`config.mk`:
```
export PLATFORM = sky130hd
export DESIGN_NAME = irqc_top
export DESIGN_NICKNAME = d
export VERILOG_FILES = /design/src/rtl/irqc_pkg.sv /design/src/rtl/irqc_src_stage.sv /design/src/rtl/irqc_regs.sv /design/src/rtl/irqc_route.sv /design/src/rtl/irqc_top.sv
export SDC_FILE = /design/constraint.sdc
export NUM_CORES = 1
export LEC_CHECK = 0
export BUFFER_PORTS_ARGS = -buffer_cell sky130_fd_sc_hd__buf_4
export CAP_MARGIN = 20
export CORE_ASPECT_RATIO = 0.9
export CORE_MARGIN = 10
export CORE_UTILIZATION = 56
export CTS_CLUSTER_SIZE = 30
export DETAILED_ROUTE_END_ITERATION = 6
export PLACE_DENSITY_LB_ADDON = 0.1
export RECOVER_POWER = 25
export SYNTH_ARGS = -nofsm -noshare
export SYNTH_HDL_FRONTEND = slang
export SYNTH_SLANG_ARGS = --single-unit
```
`constraint.sdc`:
```
create_clock -name clk -period 1.5 [get_ports clk]
set_input_delay 0.15 -clock clk [delete_from_list [all_inputs] [get_ports clk]]
set_output_delay 0.15 -clock clk [all_outputs]
set_load 0.005 [all_outputs]
```
`src/rtl/irqc_pkg.sv`:
```
package irqc_pkg;
    // Word offsets of the register bus.
    localparam int unsigned OFF_RAW       = 0;
    localparam int unsigned OFF_ENABLE    = 1;
    localparam int unsigned OFF_ROUTE     = 2;
    localparam int unsigned OFF_VIEW_NORM = 3;
    localparam int unsigned OFF_VIEW_FAST = 4;
    localparam int unsigned OFF_IDLE      = 5;

    // Output line index used by the routing stage.
    localparam int unsigned LINE_NORM  = 0;
    localparam int unsigned LINE_FAST  = 1;
    localparam int unsigned LINE_COUNT = 2;
endpackage

```
`src/rtl/irqc_src_stage.sv`:
```
module irqc_src_stage #(
    parameter int N_SRC = 32
) (
    input  logic             clk,
    input  logic             rst_n,
    input  logic [N_SRC-1:0] src_in,
    output logic [N_SRC-1:0] pend
);
    typedef struct packed {
        logic [N_SRC-1:0] pend;
    } stage_t;

    stage_t stage_d, stage_q;

    // Pending tracks the sampled level; nothing is held once a request drops.
    always_comb begin
        stage_d      = stage_q;
        stage_d.pend = src_in;
    end

    always_ff @(posedge clk or negedge rst_n) begin
        if (!rst_n) stage_q <= '0;
        else        stage_q <= stage_d;
    end

    assign pend = stage_q.pend;
endmodule

```
`src/rtl/irqc_regs.sv`:
```
module irqc_regs
    import irqc_pkg::*;
#(
    parameter int N_SRC  = 32,
    parameter int ADDR_W = 3,
    parameter int DATA_W = 32
) (
    input  logic              clk,
    input  logic              rst_n,
    input  logic              bus_we,
    input  logic [ADDR_W-1:0] bus_addr,
    input  logic [DATA_W-1:0] bus_wdata,
    output logic [N_SRC-1:0]  en,
    output logic [N_SRC-1:0]  route,
    output logic              idle
);
    typedef struct packed {
        logic [N_SRC-1:0] en;
        logic [N_SRC-1:0] route;
        logic             idle;
    } ctl_t;

    ctl_t ctl_d, ctl_q;

    always_comb begin
        ctl_d = ctl_q;
        if (bus_we) begin
            if (bus_addr == ADDR_W'(OFF_ENABLE)) begin
                ctl_d.en = bus_wdata[N_SRC-1:0];
            end else if (bus_addr == ADDR_W'(OFF_ROUTE)) begin
                ctl_d.route = bus_wdata[N_SRC-1:0];
            end else if (bus_addr == ADDR_W'(OFF_IDLE)) begin
                ctl_d.idle = bus_wdata[0];
            end
        end
    end

    always_ff @(posedge clk or negedge rst_n) begin
        if (!rst_n) ctl_q <= '0;
        else        ctl_q <= ctl_d;
    end

    assign en    = ctl_q.en;
    assign route = ctl_q.route;
    assign idle  = ctl_q.idle;
endmodule

```
`src/rtl/irqc_route.sv`:
```
module irqc_route
    import irqc_pkg::*;
#(
    parameter int N_SRC = 32
) (
    input  logic [N_SRC-1:0] pend,
    input  logic [N_SRC-1:0] en,
    input  logic [N_SRC-1:0] route,
    output logic [N_SRC-1:0] view_norm,
    output logic [N_SRC-1:0] view_fast,
    output logic             irq_norm,
    output logic             irq_fast
);
    logic [LINE_COUNT-1:0][N_SRC-1:0] view;
    logic [LINE_COUNT-1:0]            line;

    for (genvar k = 0; k < LINE_COUNT; k++) begin : g_line
        localparam bit SEL_FAST = (k == LINE_FAST);
        always_comb begin
            view[k] = pend & en & (SEL_FAST ? route : ~route);
            line[k] = |view[k];
        end
    end

    assign view_norm = view[LINE_NORM];
    assign view_fast = view[LINE_FAST];
    assign irq_norm  = line[LINE_NORM];
    assign irq_fast  = line[LINE_FAST];
endmodule

```
`src/rtl/irqc_top.sv`:
```
module irqc_top
    import irqc_pkg::*;
#(
    parameter int N_SRC  = 32,
    parameter int ADDR_W = 3,
    parameter int DATA_W = 32
) (
    input  logic              clk,
    input  logic              rst_n,
    input  logic [N_SRC-1:0]  src_in,
    input  logic              bus_we,
    input  logic [ADDR_W-1:0] bus_addr,
    input  logic [DATA_W-1:0] bus_wdata,
    output logic [DATA_W-1:0] bus_rdata,
    output logic              irq_normal,
    output logic              irq_fast
);
    logic [N_SRC-1:0] pend_w;
    logic [N_SRC-1:0] en_w;
    logic [N_SRC-1:0] route_w;
    logic             idle_w;
    logic [N_SRC-1:0] view_norm_w;
    logic [N_SRC-1:0] view_fast_w;

    irqc_src_stage #(.N_SRC(N_SRC)) u_src (
        .clk   (clk),
        .rst_n (rst_n),
        .src_in(src_in),
        .pend  (pend_w)
    );

    irqc_regs #(.N_SRC(N_SRC), .ADDR_W(ADDR_W), .DATA_W(DATA_W)) u_regs (
        .clk      (clk),
        .rst_n    (rst_n),
        .bus_we   (bus_we),
        .bus_addr (bus_addr),
        .bus_wdata(bus_wdata),
        .en       (en_w),
        .route    (route_w),
        .idle     (idle_w)
    );

    irqc_route #(.N_SRC(N_SRC)) u_route (
        .pend     (pend_w),
        .en       (en_w),
        .route    (route_w),
        .view_norm(view_norm_w),
        .view_fast(view_fast_w),
        .irq_norm (irq_normal),
        .irq_fast (irq_fast)
    );

    // Read mux: unmapped offsets fall through to zero.
    always_comb begin
        bus_rdata = '0;
        if (bus_addr == ADDR_W'(OFF_RAW))            bus_rdata = DATA_W'(pend_w);
        else if (bus_addr == ADDR_W'(OFF_ENABLE))    bus_rdata = DATA_W'(en_w);
        else if (bus_addr == ADDR_W'(OFF_ROUTE))     bus_rdata = DATA_W'(route_w);
        else if (bus_addr == ADDR_W'(OFF_VIEW_NORM)) bus_rdata = DATA_W'(view_norm_w);
        else if (bus_addr == ADDR_W'(OFF_VIEW_FAST)) bus_rdata = DATA_W'(view_fast_w);
        else if (bus_addr == ADDR_W'(OFF_IDLE))      bus_rdata = DATA_W'(idle_w);
    end
endmodule

```
[Word level (Yosys, flattened, before mapping)]
Cells that the tools add are included.
Word-level totals
  bits in registers: 97
  output and inout bits: 34
Cells by class
  reductions and logical operators: 6
  eq/ne operators: 5
  mux-type cells: 6
  bitwise gates (word level): 6
Operators with widths (number)
  32-bit two-way mux: 5
  32-bit AND: 3
  32-bit OR reduction: 2
  32-bit inverter: 1
  3-bit by 2-bit == test with 1-bit output, second input constant: 2
  3-bit == test, second input constant: 2
  4-bit AND reduction: 1
  3-bit by 1-bit == test with 1-bit output, second input constant: 1
  3-bit logical NOT: 1
  3-bit AND reduction: 1
  1-bit inverter: 2
  2-bit AND reduction: 1
  1-bit two-way mux: 1

[Depth between registers and ports, before layout]
  word-level depth: 7
  mapped depth: 7

[Hierarchy]
Synthesis repeated with hierarchy kept, for this count alone.
Unflattened totals
  cells, all modules: 478
  area, all modules: 5546.6 sq um
Modules (own cells, without submodules)
  irqc_regs: sequential area each 1626.6 sq um, area each 2747.6 sq um, cells each 141, instances 1
  irqc_top: sequential area each 0.0 sq um, area each 1273.7 sq um, cells each 185, instances 1
  irqc_src_stage: sequential area each 800.8 sq um, area each 800.8 sq um, cells each 32, instances 1
  irqc_route: sequential area each 0.0 sq um, area each 724.4 sq um, cells each 120, instances 1

[Least setup slack after synthesis]
No wires, ideal clock.
  path type: input port to flip-flop
  start point: input bus_addr[2]
  end point: register u_regs.ctl_q, in the netlist u_regs.route[10]
  data required time: 1.375 ns
  library setup time: 0.125 ns
  buffers on the path: 3
  cell stages on the path: 7
  arrival time: 1.174 ns
  slack: 0.201 ns
  cells stage by stage: buf_6 -> nand2b_4 -> nor2_2 -> and2_4 -> buf_6 -> buf_12 -> mux2_4
Between the ends
  word-level cells in the longest chain between the ends: 3
Ends and longest elaborated chain
  start, declared: RTL line irqc_top.sv:12  | input logic [ADDR_W-1:0] bus_addr,
  3-bit by 1-bit == test with 1-bit output: RTL line irqc_regs.sv:28  | if (bus_addr == ADDR_W'(OFF_ENABLE)) begin
  1-bit inverter (no line)
  3-bit AND reduction (no line) *
  end signal, assigned: RTL line irqc_regs.sv:40  | else ctl_q <= ctl_d;
  end, declared: RTL line irqc_regs.sv:23  | ctl_t ctl_d, ctl_q;
Every way passes the cells marked *; elsewhere a longest branch is shown, timed or not.
A chain may end at the register's enable or synchronous reset.

[Final worst setup path]
  start point: register u_regs.ctl_q, in the netlist u_regs.route[8]
  end point: output irq_normal
Between the ends
  word-level cells in the longest chain between the ends: 3
Ends and longest elaborated chain
  32-bit inverter: RTL line irqc_route.sv:20  | view[k] = pend & en & (SEL_FAST ? route : ~route);
  32-bit AND: RTL line irqc_route.sv:20
  32-bit OR reduction: RTL line irqc_route.sv:21  | line[k] = |view[k];
  end, declared: RTL line irqc_top.sv:15  | output logic irq_normal,
No other way between the ends.

==> impl_metrics.env <==
export IMPL_yosysSeqAreaShare_pct=46.94
export IMPL_viasPerCell=5.772
export IMPL_crit_fanout=3
export IMPL_clockBufferDepth=2
export IMPL_ys_seq_elements=97
export IMPL_io_pins=104
export IMPL_grt_pass1_vias=4889
export IMPL_yosys_warnings=0
export IMPL_worstSetupStartpointType="register"
export IMPL_setup_tns_ns=-5.318
export IMPL_max_freq_mhz=519.8
export IMPL_grt_usage_pct=23.21
export IMPL_multi_input_area_um2=2537
export IMPL_syn_area_um2=5171
export IMPL_grt_pass1_wl_um=25470
export IMPL_antenna_found_initial=0
export IMPL_rows=33
export IMPL_vias=4727
export IMPL_diodes=0
export IMPL_syn_nets=557
export IMPL_status="complete, but fails checks"
export IMPL_synth_async_sr_flop_share_pct=100.0
export IMPL_setup_ws_ns=-0.4238
export IMPL_peakVddDrop_uv=876.1
export IMPL_fillers=522
export IMPL_violations="negative setup slack"
export IMPL_holdCritPathClass="in -> reg"
export IMPL_finalSetupViolCount=34
export IMPL_clock_sinks=97
export IMPL_die_w_um=121.3
export IMPL_place_ws_ns=-0.07151
export IMPL_first_iter_violations=491
export IMPL_cts_buffers=9
export IMPL_synth_ff_type="dfrtp_1"
export IMPL_whs_ns=0.008290
export IMPL_slew_headroom_pct=56.18
export IMPL_synthToLayoutAreaGrowth_pct=44.13
export IMPL_synth_edf_count=0
export IMPL_drive_gt1_share_pct=36.30
export IMPL_path_clk_slew_ns=0.09
export IMPL_die_area_um2=13480
export IMPL_avgRoutedWirePerCell_um=19.40
export IMPL_ys_types=32
export IMPL_clkLatencyLatePin_ns=0.37
export IMPL_drtPass1Iterations=5
export IMPL_drt_wl_total_um=15890
export IMPL_final_nets=762
export IMPL_fin_crit_sh_pct=128.3
export IMPL_place_congestion=0.8698
export IMPL_cts_htree_levels=3
export IMPL_hold_viol=0
export IMPL_critPathRequiredTime_ns=1.35
export IMPL_fin_skew_ns=0
export IMPL_tightest_slew_ns=0.6573
export IMPL_worstPathArrival_ns=1.77
export IMPL_cts_tree="yes"
export IMPL_die_h_um=111.2
export IMPL_slew_viol_final=0
export IMPL_dp_hpwl_um=10670
export IMPL_dp_cells=733
export IMPL_syn_avg_cell_area_um2=10.62
export IMPL_power_density_nw_per_um2=1089
export IMPL_rsz0062_at_grt="yes"
export IMPL_core_area_um2=9042
export IMPL_stdcell_count=819
export IMPL_endpoint_kind="output port"
export IMPL_overflow=0
export IMPL_portBuffers=103
export IMPL_power_mw=8.118
export IMPL_register_area_um2=2435
export IMPL_drc=0
export IMPL_netlist_instances=487
export IMPL_cap_violations=0
export IMPL_initial_utilization_pct=57.19
export IMPL_p_leak_nw=3.469
export IMPL_path_class="reg -> out"
export IMPL_grt_start_max_net_pins=41
export IMPL_min_period_ns=1.924
export IMPL_root_buffer="clkbuf_8"
export IMPL_drtAntennaViolNets=0
==> metal layers <==
metal	GRT usage [%]	share of wire [%]	vias to the layer above
li1	-	-	2194
met1	29.44	42	2315
met2	38.12	50	189
met3	5.804	6.5	29
met4	6.434	1.9	0
met5	0	0	-
==> final cells by class <==
class | count | area share (%)
clock inverter | 5 | 1.142
clock buffer | 11 | 2.031
multi-input combinational | 328 | 34.04
tap | 122 | 2.048
inverter | 32 | 1.612
timing repair buffer | 224 | 26.46
sequential | 97 | 32.67
==> cells in the final DEF, fill, tap and decap left out, types with 11 or more instances in the layout <==
cell,instances
o21ai_0,11
dfrtp_1,91
mux2_1,35
mux2_4,30
mux2i_1,31
o21ai_1,19
nand2_1,25
clkbuf_4,28
nor2_1,31
o22ai_1,39
inv_1,30
nand3_1,27
clkbuf_8,11
buf_6,23
a31oi_1,32
dlygate4sd3_1,49
buf_4,115
==> cell usage after synthesis (all sizes together), types with 4 or more instances <==
master | instances | share of area [%]
a31oi | 32 | 3.9
buf | 19 | 3.4
clkbuf | 11 | 0.80
dfrtp | 97 | 47
inv | 32 | 2.3
mux2 | 65 | 16
mux2i | 31 | 6.0
nand2 | 28 | 2.0
nand3 | 32 | 3.1
nand3b | 7 | 1.0
nand4 | 9 | 1.1
nor2 | 32 | 2.4
nor4 | 4 | 0.48
o21ai | 33 | 3.2
o22ai | 43 | 5.2
==> sequential cells by signal, summed over array words and instances (netlist names) <==
register	flops
u_regs.en	32
u_regs.idle	1
u_src.pend	32
u_regs.route	32
==> stage by stage <==
step | utilization (%) | cell area [um2]
after floorplan | - | 5171
after global placement | 70.38 | 6364
after detailed placement | 70.38 | 6364
after CTS | 79.95 | 7229
after global routing | 82.43 | 7453
final | 82.43 | 7453
==> critical path, stage by stage, from the launching register on <==
cell and delay [ns]:
dfrtp_1 0.42, nand3b_1 0.20, o2111ai_2 0.18, nor3_2 0.24, nand4_1 0.18, buf_4 0.19
==> report_power, final <==
part           switching, mW  internal (mW)
sequential             0.467           3.05
clock                  0.955           1.04
combinational           1.07           1.53
==> worst paths after layout <==
kind / start / endpoint / slack [ns] / cells after the start
setup / recovery: u_regs.route[8]$_DFFE_PN0P_ / irq_normal / -0.42 / 5
hold / removal: bus_wdata[8] / u_regs.en[8]$_DFFE_PN0P_ / 0.008 / 2
setup reg to reg: u_regs.route[12]$_DFFE_PN0P_ / u_regs.route[12]$_DFFE_PN0P_ / 0.43 / 3
hold reg to reg: u_regs.idle$_DFFE_PN0P_ / u_regs.idle$_DFFE_PN0P_ / 0.51 / 1
max in group asynchronous: rst_n / u_regs.route[17]$_DFFE_PN0P_ / 0.51 / 3
min in group asynchronous: rst_n / u_src.pend[0]$_DFF_PN0_ / 0.33 / 2
==> what timing repair did <==
item,4_1_cts,5_1_grt
cloned,0,0
hold endpoints to repair,77,3
pin swaps,26,41
endpoints found under the setup margin,34,34
setup buffers,12,15
gates resized for setup,35,37
hold buffers,47,2
==> kinds of logic (layout without fill, tap and decap cells) <==
logic type	Yosys count	in the layout	share of synthesized area [%]
DFF	97	97	46.94
buffers and inverters	62	272	6.557
and+or+nand+nor	120	120	11.32
muxes	96	96	22.33
AOI/OAI and AO/OA	112	112	12.85
Power figures use the tool's default switching activity.
